<file path="src/rtl/wdt_pkg.sv">
package wdt_pkg;

    localparam int unsigned WD_IW = 8;

    typedef enum logic [1:0] {
        WD_ACT_IRQ     = 2'b00,
        WD_ACT_RESET   = 2'b01,
        WD_ACT_HALT    = 2'b10,
        WD_ACT_IRQ_ALT = 2'b11
    } wd_action_e;

    typedef struct packed {
        logic irq;
        logic reset;
        logic halt;
    } wd_pulse_t;

    function automatic wd_pulse_t wd_decode(input logic [1:0] sel, input logic fire);
        wd_pulse_t p;
        p = '0;
        if (fire) begin
            unique case (wd_action_e'(sel))
                WD_ACT_RESET: p.reset = 1'b1;
                WD_ACT_HALT:  p.halt  = 1'b1;
                default:      p.irq   = 1'b1;
            endcase
        end
        return p;
    endfunction

    function automatic logic wd_is_reset(input logic [1:0] sel);
        return wd_action_e'(sel) == WD_ACT_RESET;
    endfunction

endpackage

</file>
<file path="src/rtl/wdt_arm_ctrl.sv">
module wdt_arm_ctrl #(
    parameter int unsigned IW = wdt_pkg::WD_IW
) (
    input  logic          clk,
    input  logic          rst,
    input  logic          en,
    input  logic          wr,
    input  logic [IW-1:0] wdata,
    input  logic          fire,
    input  logic          fire_is_reset,
    output logic [IW-1:0] ival_q,
    output logic [IW-1:0] ival_nx,
    output logic          armed_q,
    output logic          armed_nx,
    output logic          reload
);
    localparam logic [IW-1:0] IVAL_RST = '1;

    logic en_d;
    logic arm_start;
    logic self_reset;

    assign self_reset = fire && fire_is_reset;
    assign arm_start  = en && !en_d && (ival_q != '0) && !armed_q;
    assign reload     = arm_start || wr;

    always_comb begin
        if (self_reset)   ival_nx = IVAL_RST;
        else if (wr)      ival_nx = wdata;
        else              ival_nx = ival_q;

        if (self_reset)              armed_nx = 1'b0;
        else if (!en)                armed_nx = 1'b0;
        else if (wr && wdata == '0)  armed_nx = 1'b0;
        else if (arm_start)          armed_nx = 1'b1;
        else                         armed_nx = armed_q;
    end

    always_ff @(posedge clk) begin
        if (rst) begin
            ival_q  <= IVAL_RST;
            armed_q <= 1'b0;
            en_d    <= 1'b0;
        end else begin
            ival_q  <= ival_nx;
            armed_q <= armed_nx;
            en_d    <= en;
        end
    end

    // arming only ever happens from a non-zero stored interval
    a_r3_no_arm_zero: assert property (@(posedge clk) disable iff (rst)
        $rose(armed_q) |-> $past(ival_q) != '0);

    // reset action leaves the block disarmed at the power-up interval
    a_r7_self_reset_state: assert property (@(posedge clk) disable iff (rst)
        (fire && fire_is_reset) |=> (!armed_q && ival_q == IVAL_RST));

    // a zero write always disarms
    a_r5_zero_write_disarms: assert property (@(posedge clk) disable iff (rst)
        (wr && wdata == '0) |=> !armed_q);

    // enable low means disarmed on the next cycle
    a_r12_enable_low: assert property (@(posedge clk) disable iff (rst)
        !en |=> !armed_q);

endmodule

</file>
<file path="src/rtl/wdt_countdown.sv">
module wdt_countdown #(
    parameter int unsigned IW = wdt_pkg::WD_IW
) (
    input  logic          clk,
    input  logic          rst,
    input  logic          tick,
    input  logic          kick,
    input  logic          wr,
    input  logic          armed_q,
    input  logic          armed_nx,
    input  logic          reload,
    input  logic [IW-1:0] ival_nx,
    output logic          fire,
    output logic [IW-1:0] cnt_q
);
    localparam logic [IW-1:0] ONE = IW'(1);

    logic          last_sec;
    logic [IW-1:0] cnt_nx;

    assign last_sec = (cnt_q == ONE);
    assign fire     = armed_q && tick && last_sec && !kick && !wr;

    always_comb begin
        if (!armed_nx)                         cnt_nx = ival_nx;
        else if (reload || kick || fire)       cnt_nx = ival_nx;
        else if (tick)                         cnt_nx = cnt_q - ONE;
        else                                   cnt_nx = cnt_q;
    end

    always_ff @(posedge clk) begin
        if (rst) cnt_q <= '1;
        else     cnt_q <= cnt_nx;
    end

    // an armed counter never sits at zero
    a_r2_cnt_nonzero: assert property (@(posedge clk) disable iff (rst)
        armed_q |-> cnt_q != '0);

    // a plain tick counts down by exactly one
    a_r9_tick_decrements: assert property (@(posedge clk) disable iff (rst)
        (armed_q && armed_nx && tick && !kick && !reload && cnt_q > ONE)
        |=> cnt_q == $past(cnt_q) - ONE);

    // a same-cycle kick or write suppresses expiry
    a_r11_kick_blocks: assert property (@(posedge clk) disable iff (rst)
        (kick || wr) |-> !fire);

endmodule

</file>
<file path="src/rtl/wdt_action.sv">
module wdt_action
    import wdt_pkg::*;
(
    input  logic       clk,
    input  logic       rst,
    input  logic       fire,
    input  logic [1:0] sel,
    output wd_pulse_t  pulse_q,
    output logic       flag_q
);
    wd_pulse_t pulse_nx;

    assign pulse_nx = wd_decode(sel, fire);

    always_ff @(posedge clk) begin
        if (rst) begin
            pulse_q <= '0;
            flag_q  <= 1'b0;
        end else begin
            pulse_q <= pulse_nx;
            if (fire) flag_q <= 1'b1;
        end
    end

    // at most one action per expiry
    a_r6_one_action: assert property (@(posedge clk) disable iff (rst)
        $onehot0({pulse_q.irq, pulse_q.reset, pulse_q.halt}));

    // the event flag is sticky until rst
    a_r10_flag_sticky: assert property (@(posedge clk) disable iff (rst)
        flag_q |=> flag_q);

    // any action pulse is accompanied by the flag
    a_r10_pulse_sets_flag: assert property (@(posedge clk) disable iff (rst)
        (pulse_q.irq || pulse_q.reset || pulse_q.halt) |-> flag_q);

endmodule

</file>
<file path="src/rtl/wdt_sec_watchdog.sv">
module wdt_sec_watchdog
    import wdt_pkg::*;
#(
    parameter int unsigned IW = WD_IW
) (
    input  logic          clk,
    input  logic          rst,
    input  logic          tick_1s,
    input  logic          wd_enable,
    input  logic [IW-1:0] wd_interval,
    input  logic          wd_interval_wr,
    input  logic          wd_kick,
    input  logic [1:0]    wd_action,
    output logic          wd_irq,
    output logic          wd_reset_req,
    output logic          wd_halt_req,
    output logic          wd_event_flag
);
    logic [IW-1:0] ival_q, ival_nx, cnt_q;
    logic          armed_q, armed_nx, reload, fire;
    wd_pulse_t     pulse_q;

    wdt_arm_ctrl #(.IW(IW)) u_arm (
        .clk           (clk),
        .rst           (rst),
        .en            (wd_enable),
        .wr            (wd_interval_wr),
        .wdata         (wd_interval),
        .fire          (fire),
        .fire_is_reset (wd_is_reset(wd_action)),
        .ival_q        (ival_q),
        .ival_nx       (ival_nx),
        .armed_q       (armed_q),
        .armed_nx      (armed_nx),
        .reload        (reload)
    );

    wdt_countdown #(.IW(IW)) u_cnt (
        .clk      (clk),
        .rst      (rst),
        .tick     (tick_1s),
        .kick     (wd_kick),
        .wr       (wd_interval_wr),
        .armed_q  (armed_q),
        .armed_nx (armed_nx),
        .reload   (reload),
        .ival_nx  (ival_nx),
        .fire     (fire),
        .cnt_q    (cnt_q)
    );

    wdt_action u_act (
        .clk     (clk),
        .rst     (rst),
        .fire    (fire),
        .sel     (wd_action),
        .pulse_q (pulse_q),
        .flag_q  (wd_event_flag)
    );

    assign wd_irq       = pulse_q.irq;
    assign wd_reset_req = pulse_q.reset;
    assign wd_halt_req  = pulse_q.halt;

    // nothing fires while disarmed
    a_r1_disarmed_quiet: assert property (@(posedge clk) disable iff (rst)
        !armed_q |=> !(wd_irq || wd_reset_req || wd_halt_req));

endmodule

</file>
<file path="config.mk">
export PLATFORM = sky130hd
export DESIGN_NAME = wdt_sec_watchdog
export DESIGN_NICKNAME = d
export VERILOG_FILES = /design/src/rtl/wdt_pkg.sv /design/src/rtl/wdt_arm_ctrl.sv /design/src/rtl/wdt_countdown.sv /design/src/rtl/wdt_action.sv /design/src/rtl/wdt_sec_watchdog.sv
export SDC_FILE = /design/constraint.sdc
export NUM_CORES = 1
export LEC_CHECK = 0
export ABC_AREA = 0
export CAP_MARGIN = 40
export CORE_UTILIZATION = 24
export DETAILED_ROUTE_END_ITERATION = 7
export MAX_ROUTING_LAYER = met4
export PLACE_DENSITY_LB_ADDON = 0.1
export SETUP_SLACK_MARGIN = 0.02
export SYNTH_ARGS = -nofsm -noshare
export SYNTH_HDL_FRONTEND = slang
export SYNTH_HIERARCHICAL = 1
export SYNTH_SLANG_ARGS = --single-unit
export TNS_END_PERCENT = 1
</file>
<file path="constraint.sdc">
create_clock -name clk -period 4.65 [get_ports clk]
set_input_delay 0.6975 -clock clk [delete_from_list [all_inputs] [get_ports clk]]
set_output_delay 0.6975 -clock clk [all_outputs]
set_load 0.02 [all_outputs]
</file>
==> flow_summary.ini <==
[cells_and_area]
final_cell_mix = dfxtp_1, clkdlybuf4s50_1, nand2_1
nFillCells = 505
fin_nets = 163
final_common_cell = dfxtp_1
area_growth_pct = 25.7
regArea_um2 = 440
diodes = 0
drive_gt1_share_pct = 16.2
final_util_pct = 31.4
multi_input_area_um2 = 684

[worst_setup_path]
crit_top_cell = nand2_1
path_cells = clkdlybuf4s50_1 -> nand3b_1 -> nor3_1 -> nand2_1 -> nand2_1 -> a211oi_1 -> nor3b_1 -> o31ai_4 -> a2111oi_0 -> a21oi_1
cp_slowest_stage_delay_ns = 0.82
arrival_ns = 3.54
crit_path_end_kind = flip-flop
cpMaxStageDelayCell = clkdlybuf4s50_1
crit_fanout = 16
critPathLaunchType = input pin
cp_data_required_time_ns = 4.77
crit_buf_inv = 1
cpLargestDelayFamily = simple AND/OR/NAND/NOR gates
crit_type = in2reg

[clock_tree]
cts_tree = built
clock_path_buffers = 2
hold_buffers = 0
insertion_delay_ns = 0.26
cts.sinks = 22
path_clk_slew_ns = 0.08
cts_setup_buffers = 0
cts_max_level = 1
cts_root_buffer = clkbuf_8
postCtsResizedCells = 0
numCtsBuffers = 3

[sta]
relSlewSlack_pct = 38.1
skew_ns = 0.00296
drv_slew = 0
finalSetupTns_ns = 0
finalSetupViolations = 0
grt_setup_unrepaired = no
period_minus_slack_ns = 3.42
fin_hold_ws_ns = 0.485
hold_violations = 0
fin_crit_sh_pct = 73.6
tightestPinTransition_ns = 0.926
fmax_mhz = 292

[placement]
dp_hpwl_um = 2080
portBuffers = 19
gp_congestion = 0.744

[yosys]
synth.top_cell.area_share_pct = 37.1
ys_seq_area_share_pct = 37.1
ys_seq_elements = 22
synth_area_leaders = dfxtp_1, mux2i_1, ha_1
synth_largest_area_cell = dfxtp_1
synthArstFlopShare_pct = 0
synth_ff_type = dfxtp_1
ys_types = 40
synth_area_um2 = 1190
synth-edff-count = 0
avgSynthCellArea_um2 = 9.58
syn_nets = 144
yosysWarnings = 6
synth_cells = 124

[global_routing]
antenna_found_initial = 0
grt_pass1_vias = 944
grt.overflow.total = 0
grtUsageTotal_pct = 11.6
grt_max_degree = 29
grt_pass1_wl_um = 4510

[route]
first_iter_violations = 36
dr.pass1.iters = 4
drtAntennaViolNets = 0
drc = 0
via_per_inst = 4.43
routed_wirelength_um = 2800
vias = 926
wl_per_cell_um = 13.4

[worst_hold_path]
hp-class = reg2reg

[power_and_ir_drop]
switching_share_pct = 22.7
power_frac_seq_pct = 46.9
power_density_nw_per_um2 = 297
p_sw_w = 0.000101
pwr-share-clk_pct = 40.6
combPwrFrac_pct = 12.5
intPower_w = 0.000343
max-vdd-ir-drop_uv = 182
p_leak_nw = 0.577

[die]
io_pins = 20
die_w_um = 72.3
die_area_um2 = 5230
core_region_area_um2 = 4750
initial_core_util_pct = 25.0
dieHeight_um = 72.3
std_cell_rows = 25

[status]
status = complete, no violations

[run]
drv_cap = 0
[power groups by stage]
stage,sequential (W),combinational (W),clock [W]
2_1_floorplan,0.000207,0.0000355,0
3_3_place_gp,0.000212,0.0000553,0
3_5_place_dp,0.000212,0.0000558,0
4_1_cts,0.000208,0.0000561,0.000188
5_1_grt,0.000209,0.0000616,0.000192
6_report,0.000208,0.0000556,0.000180
[synth_stat cells (all sizes together), types with 2 or more instances]
| library cell | instances |
|---|---|
| o31a | 2 |
| a2111oi | 2 |
| a21oi | 7 |
| dfxtp | 22 |
| nor3 | 5 |
| xor2 | 2 |
| a211oi | 2 |
| or2 | 8 |
| ha | 4 |
| a211o | 2 |
| nor4 | 8 |
| or4 | 2 |
| nor2b | 2 |
| nand2 | 11 |
| o21bai | 2 |
| and3b | 3 |
| inv | 6 |
| nor2 | 9 |
| buf | 4 |
| mux2i | 8 |
[cell families after synthesis]
group                    share of synthesized area, %
flip-flops                                       37.1
adder cells (fa/ha/maj)                          4.22
multiplexers                                     6.74
AO/OA/AOI/OAI                                    15.2
AND/OR/NAND/NOR                                  29.3
buffers and inverters                            5.27
XOR/XNOR                                         2.21
[metal layers]
metal  up-vias  share of wire, %  wire length, um  GRT usage (%)
li1        483                 -                -              -
met1       423                51             1420           15.2
met2        18                45             1270           18.1
met3         2               3.3               92           2.92
met4         0              0.78               22           2.61
met5         -                 0                0              -
[registers in the layout, indices dropped and copies added, names as in the netlist]
register / count
u_act/pulse_q: 3
u_arm/en_d: 1
u_cnt/cnt_q: 8
u_act/flag_q: 1
u_arm/armed_q: 1
u_arm/ival_q: 8
[final timing paths]
| kind | startpoint | endpoint | slack (ns) | depth (start not counted) |
|---|---|---|---|---|
| setup / recovery | wd_interval_wr | u_cnt/cnt_q[5]$_SDFFE_PP1P_ | 1.23 | 10 |
| hold / removal | u_act/flag_q$_SDFFE_PP0P_ | u_act/flag_q$_SDFFE_PP0P_ | 0.49 | 1 |
| setup reg to reg | u_cnt/cnt_q[3]$_SDFFE_PP1P_ | u_cnt/cnt_q[1]$_SDFFE_PP1P_ | 1.75 | 9 |
| hold reg to reg | u_act/flag_q$_SDFFE_PP0P_ | u_act/flag_q$_SDFFE_PP0P_ | 0.49 | 1 |
[final cells by class]
cell class | instances | area share, %
clock buffers | 3 | 2.77
flip-flops and latches | 22 | 29.5
multi-input cells | 91 | 45.9
clock inverters | 1 | 2.01
well taps | 67 | 5.62
inverters | 6 | 1.51
repair buffers | 19 | 12.7
[through the flow]
step	instances	cell area, um2	total power, W	worst slack (ns)
2_1_floorplan	124	1190	0.000243	2.08
3_3_place_gp	205	1420	0.000267	1.09
3_5_place_dp	205	1420	0.000268	0.930
4_1_cts	209	1490	0.000452	1.20
5_1_grt	209	1490	0.000463	0.965
6_report	209	1490	0.000444	1.23
(Power assumes the default switching activity.)
